`config.mk`:
```
export PLATFORM = sky130hd
export DESIGN_NAME = gate_list_engine
export DESIGN_NICKNAME = d
export VERILOG_FILES = /design/src/rtl/gle_pkg.sv /design/src/rtl/gle_cmd_ram.sv /design/src/rtl/gle_interval_ctr.sv /design/src/rtl/gle_sequencer.sv /design/src/rtl/gate_list_engine.sv
export SDC_FILE = /design/constraint.sdc
export NUM_CORES = 1
export LEC_CHECK = 0
export BUFFER_PORTS_ARGS = -buffer_cell sky130_fd_sc_hd__buf_2
export CORE_ASPECT_RATIO = 0.7
export CORE_MARGIN = 2
export CORE_UTILIZATION = 60
export CTS_CLUSTER_DIAMETER = 100
export DETAILED_ROUTE_END_ITERATION = 7
export GPL_TIMING_DRIVEN = 0
export PLACE_DENSITY = 0.73
export SLEW_MARGIN = 10
export SYNTH_ARGS = -nofsm -noshare
export SYNTH_HDL_FRONTEND = slang
export SYNTH_HIERARCHICAL = 1
export SYNTH_SLANG_ARGS = --single-unit
```
`constraint.sdc`:
```
create_clock -name clk -period 3.7 [get_ports clk]
set_clock_uncertainty 0.1 [all_clocks]
set_input_delay 0.555 -clock clk [delete_from_list [all_inputs] [get_ports clk]]
set_output_delay 0.555 -clock clk [all_outputs]
set_load 0.02 [all_outputs]
```
`src/rtl/gle_pkg.sv`:
```
package gle_pkg;
  localparam int MASK_W = 8;

  typedef enum logic [2:0] {
    ST_OFF,
    ST_ADDR,
    ST_LOAD,
    ST_RUN,
    ST_HOLD
  } seq_state_e;
endpackage

```
`src/rtl/gle_cmd_ram.sv`:
```
module gle_cmd_ram #(
  parameter int AW = 5,
  parameter int DW = 18
) (
  input  logic          clk,
  input  logic          we,
  input  logic [AW-1:0] waddr,
  input  logic [DW-1:0] wdata,
  input  logic [AW-1:0] raddr,
  output logic [DW-1:0] rdata
);
  localparam int DEPTH = 1 << AW;

  logic [DW-1:0] mem [DEPTH];

  // Synchronous write and registered read, suitable for block RAM.
  always_ff @(posedge clk) begin
    if (we) mem[waddr] <= wdata;
    rdata <= mem[raddr];
  end
endmodule

```
`src/rtl/gle_interval_ctr.sv`:
```
module gle_interval_ctr #(
  parameter int CNT_W   = 10,
  parameter int MIN_CNT = 16
) (
  input  logic             clk,
  input  logic             rst,
  input  logic             load,
  input  logic [CNT_W-1:0] load_val,
  input  logic             tick,
  output logic             expire
);
  logic [CNT_W-1:0] rem;
  logic [CNT_W-1:0] eff_val;

  // Short non-zero intervals are stretched to the minimum.
  always_comb begin
    if (load_val != '0 && load_val < CNT_W'(MIN_CNT)) eff_val = CNT_W'(MIN_CNT);
    else                                              eff_val = load_val;
  end

  assign expire = tick && (rem == CNT_W'(1));

  always_ff @(posedge clk) begin
    if (rst)                rem <= '0;
    else if (load)          rem <= eff_val;
    else if (tick && rem != '0) rem <= rem - 1'b1;
  end
endmodule

```
`src/rtl/gle_sequencer.sv`:
```
module gle_sequencer
  import gle_pkg::*;
#(
  parameter int PTR_W = 4
) (
  input  logic              clk,
  input  logic              rst,
  input  logic              en,
  input  logic              single_bank,
  input  logic              bank_sel,
  input  logic              cycle_start,
  input  logic              tx_tick,
  input  logic              rd_cnt_zero,
  input  logic [MASK_W-1:0] rd_mask,
  input  logic              expire,
  output logic              cnt_load,
  output logic              cnt_tick,
  output logic [PTR_W-1:0]  ptr,
  output logic              bank,
  output logic [MASK_W-1:0] mask,
  output logic              done
);
  localparam logic [PTR_W-1:0] LAST = {PTR_W{1'b1}};

  seq_state_e state;

  assign cnt_load = (state == ST_LOAD);
  assign cnt_tick = en && !cycle_start && (state == ST_RUN) && tx_tick;

  always_ff @(posedge clk) begin
    if (rst) begin
      state <= ST_OFF;
      ptr   <= '0;
      bank  <= 1'b0;
      mask  <= '1;
      done  <= 1'b0;
    end else if (!en) begin
      state <= ST_OFF;
      ptr   <= '0;
      mask  <= '1;
      done  <= 1'b0;
    end else if (cycle_start) begin
      state <= ST_ADDR;
      ptr   <= '0;
      bank  <= single_bank ? 1'b0 : bank_sel;
      done  <= 1'b0;
    end else begin
      unique case (state)
        ST_ADDR: state <= ST_LOAD;
        ST_LOAD: begin
          mask <= rd_mask;
          if (rd_cnt_zero) begin
            state <= ST_HOLD;
            done  <= 1'b1;
          end else begin
            state <= ST_RUN;
          end
        end
        ST_RUN: begin
          if (expire) begin
            if (ptr == LAST) begin
              state <= ST_HOLD;
              done  <= 1'b1;
            end else begin
              ptr   <= ptr + 1'b1;
              state <= ST_ADDR;
            end
          end
        end
        default: state <= state;
      endcase
    end
  end
endmodule

```
`src/rtl/gate_list_engine.sv`:
```
module gate_list_engine
  import gle_pkg::*;
#(
  parameter int ADDR_W  = 5,
  parameter int CNT_W   = 10,
  parameter int MIN_CNT = 16,
  localparam int PTR_W  = ADDR_W - 1,
  localparam int DW     = CNT_W + MASK_W
) (
  input  logic              clk,
  input  logic              rst,
  input  logic              en,
  input  logic              single_bank,
  input  logic              bank_sel,
  input  logic              cycle_start,
  input  logic              tx_tick,
  input  logic              wr_en,
  input  logic [ADDR_W-1:0] wr_addr,
  input  logic [DW-1:0]     wr_data,
  output logic [7:0]        gate_mask,
  output logic              active_bank,
  output logic [PTR_W-1:0]  cmd_ptr,
  output logic              list_done
);
  logic [DW-1:0]    rd_word;
  logic [PTR_W-1:0] ptr;
  logic             bank;
  logic             cnt_load;
  logic             cnt_tick;
  logic             expire;

  gle_cmd_ram #(.AW(ADDR_W), .DW(DW)) u_ram (
    .clk   (clk),
    .we    (wr_en),
    .waddr (wr_addr),
    .wdata (wr_data),
    .raddr ({bank, ptr}),
    .rdata (rd_word)
  );

  gle_interval_ctr #(.CNT_W(CNT_W), .MIN_CNT(MIN_CNT)) u_ctr (
    .clk      (clk),
    .rst      (rst),
    .load     (cnt_load),
    .load_val (rd_word[DW-1:MASK_W]),
    .tick     (cnt_tick),
    .expire   (expire)
  );

  gle_sequencer #(.PTR_W(PTR_W)) u_seq (
    .clk         (clk),
    .rst         (rst),
    .en          (en),
    .single_bank (single_bank),
    .bank_sel    (bank_sel),
    .cycle_start (cycle_start),
    .tx_tick     (tx_tick),
    .rd_cnt_zero (rd_word[DW-1:MASK_W] == '0),
    .rd_mask     (rd_word[MASK_W-1:0]),
    .expire      (expire),
    .cnt_load    (cnt_load),
    .cnt_tick    (cnt_tick),
    .ptr         (ptr),
    .bank        (bank),
    .mask        (gate_mask),
    .done        (list_done)
  );

  assign active_bank = bank;
  assign cmd_ptr     = ptr;
endmodule

```
==> impl_metrics.py <==
metrics = {
    "sta": {
        "max_freq_mhz": 382,
        "slew_headroom_pct": 42.1,
        "setup_viol": 0,
        "worst-slew-pin-transition_ns": 0.869,
        "hold_viol": 0,
        "setup_ws_ns": 1.08,
        "period_minus_slack_ns": 2.62,
        "setup_tns_ns": 0,
        "rsz0062_at_grt": "no",
        "timing.final.max_slew_violations": 0,
        "fin_crit_sh_pct": 70.8,
    },
    "setup_path": {
        "r2r_end": "u_ram/rdata[12]",
        "arrival_ns": 2.94,
        "reg2reg_setup_slack_ns": 1.08,
        "critPathRequiredTime_ns": 4.02,
        "path_max_fanout": 10,
        "r2r-start": "u_seq/ptr[2]",
        "worstSetupPathType": "reg2reg",
        "cp-end-kind": "register",
        "r2r_cells": 6,
        "startpoint_type": "register",
    },
    "global_routing": {
        "grt_max_degree": 33,
        "grt_pass1_wl_mm": 88.0,
        "grt_overflow": 0,
        "track_usage_pct": 28.8,
        "grt_pass1_vias": 13400,
        "antenna_found_initial": 0,
    },
    "run": {
        "drv_cap": 0,
    },
    "clocking": {
        "cts.sinks": 621,
        "clockBufferDepth": 3,
        "cts_tree": "yes",
        "cts_root_buf": "clkbuf_16",
        "cts_buffers": 55,
        "path_clk_slew_ns": 0.07,
        "cts_setup_buffers": 0,
        "clk_latency_ns": 0.59,
        "ctsResizeCount": 0,
        "htreeDepth": 2,
        "cts_hold_buf": 0,
    },
    "final_layout": {
        "final_util_pct": 69.5,
        "syn_to_final_growth_pct": 13.3,
        "layout-drive-gt1-share_pct": 17.1,
        "fin_nets": 1625,
        "instances_no_fill": 2172,
        "n_antenna_cell": 0,
        "layout_commonest_cell": "edfxtp_1",
        "fill_cells": 2620,
        "fin_area_mm2": 0.0278,
        "final_cell_mix": "576 x edfxtp_1, 290 x mux2i_1, 74 x buf_2, 73 x a22oi_1, 65 x nand2_1",
    },
    "drt": {
        "vias": 14000,
        "wl_mm": 60.9,
        "via_per_inst": 6.47,
        "drtAntennaViolNets": 0,
        "first_pass_iters": 6,
        "drt_iter0_drc": 1885,
        "route.detailed.drc": 0,
        "wl_per_cell_um": 28.0,
    },
    "yosys": {
        "syn-instance-count": 1458,
        "syn_nets": 1492,
        "avgSynthCellArea_um2": 16.8,
        "synth.yosys.warnings": 6,
        "synth-edff-count": 576,
        "ys_ff_latch": 621,
        "synth_area_mm2": 0.0245,
        "yosys.cell_types.count": 61,
        "ys.flop_type": "edfxtp_1",
        "synthArstFlopShare_pct": 0,
        "seq_area_frac_synth_pct": 74.2,
    },
    "outcome": {
        "status": "completed",
    },
    "floorplanning": {
        "dieWidth_um": 246,
        "core_mm2": 0.0400,
        "initial_core_util_pct": 61.3,
        "dieArea_mm2": 0.0425,
        "die_h_um": 173,
        "num_io_pins": 45,
        "rows": 61,
    },
    "min_path": {
        "holdCritStartpoint": "rst",
        "hold_depth": 2,
        "whs_endpoint": "u_seq/bank",
        "hold_path_class": "in2reg",
    },
    "placement": {
        "dp_hpwl_mm": 39.7,
        "place_area_mm2": 0.0260,
        "pre_cts_ws_ns": 0.905,
        "portBuffers": 44,
        "post-place-cells": 2069,
        "place.gp.congestion": 0.892,
    },
    "pwr": {
        "irDropWorstVdd_v": 0.000456,
        "leakage_uw": 0.00859,
        "p_per_area_mw_per_mm2": 498,
    },
}
==> kinds of logic after synthesis <==
logic type                 share of synthesized area (%)
AOI/OAI and AO/OA                                   5.64
xor gates and xnor gates                           0.107
adders and majority gates                          0.153
buffers and inverters                               2.44
DFF                                                 74.2
muxes                                               11.9
and+or+nand+nor                                     5.58
==> critical path, cell delays in order (launching register included) <==
cell and delay [ns]:
dfxtp_1 0.50, nor2b_1 0.18, buf_4 0.24, buf_1 0.44, a22oi_1 0.31, a31oi_1 0.44, nand3_1 0.22
==> worst max path at each step <==
stage | endpoint | cells past startpoint | slack (ns) | startpoint
after floorplan | u_ram/mem[12][0] | 3 | 1.22 | wr_addr[1]
after global placement | u_ram/mem[0][5] | 4 | 0.29 | wr_addr[1]
after detailed placement | u_ram/mem[0][11] | 5 | 0.90 | wr_addr[1]
after CTS | u_ram/rdata[7] | 6 | 1.17 | u_seq/ptr[2]
after global routing | u_ram/rdata[8] | 6 | 0.97 | u_seq/ptr[2]
final | u_ram/rdata[12] | 6 | 1.08 | u_seq/ptr[2]
==> cells in the mapped netlist, drive strengths merged (2+ instances only) <==
library cell / instances / share of area (%)
mux2i: 290 / 12
inv: 6 / 0.092
and3: 2 / 0.051
nor3: 24 / 0.73
o21ai: 2 / 0.041
buf: 66 / 2.1
and2: 2 / 0.051
a221oi: 2 / 0.071
nand3b: 5 / 0.15
nor2b: 6 / 0.15
nor2: 53 / 0.82
a211oi: 5 / 0.15
or2: 2 / 0.051
xnor2: 2 / 0.071
a22oi: 73 / 2.2
or3: 2 / 0.051
a21oi: 47 / 0.96
ha: 3 / 0.15
nand2b: 7 / 0.21
nand2: 65 / 0.99
a31oi: 19 / 0.48
clkbuf: 15 / 0.23
edfxtp: 576 / 71
or4: 4 / 0.12
nand4: 20 / 0.51
nor4: 4 / 0.21
or3b: 3 / 0.11
dfxtp: 45 / 3.7
nand4b: 4 / 0.14
a22o: 36 / 1.3
nand3: 51 / 1.0
==> registers in the layout, indices dropped and copies added, names as in the netlist <==
| register | flops |
|---|---|
| u_seq/done | 1 |
| u_seq/ptr | 4 |
| u_seq/bank | 1 |
| u_seq/mask | 8 |
| u_ctr/rem | 10 |
| u_seq/state | 3 |
| u_ram/mem | 576 |
| u_ram/rdata | 18 |
==> where the power goes <==
part	switching, µW	internal [µW]	total (µW)
combinational	244	64.4	308
clock	2480	3280	5760
sequential	26.5	7750	7780
==> cell type report <==
class	count	area (µm²)	area share (%)
flip-flops and latches	621	18200	65.5
multi-input cells	750	5810	20.9
clock buffers	69	1490	5.36
repair buffers	76	693	2.49
well taps	535	669	2.41
plain buffers	81	576	2.07
clock inverters	34	332	1.19
inverters	6	22.5	0.0810
==> layer usage <==
layer | global-route usage (%) | vias up | part of all wire (%)
li1 | - | 6035 | -
met1 | 44.4 | 7090 | 43
met2 | 39.7 | 825 | 42
met3 | 9.28 | 93 | 13
met4 | 7.15 | 0 | 2.1
met5 | 0 | - | 0
==> metrics by stage <==
step	hold WS [ns]	total power, µW
2_1_floorplan	0.317	8020
3_3_place_gp	0.335	8200
3_5_place_dp	0.332	8230
4_1_cts	0.0865	13900
5_1_grt	0.0977	14200
6_report	0.109	13800
Note: power is estimated with default switching activity, not from simulation.
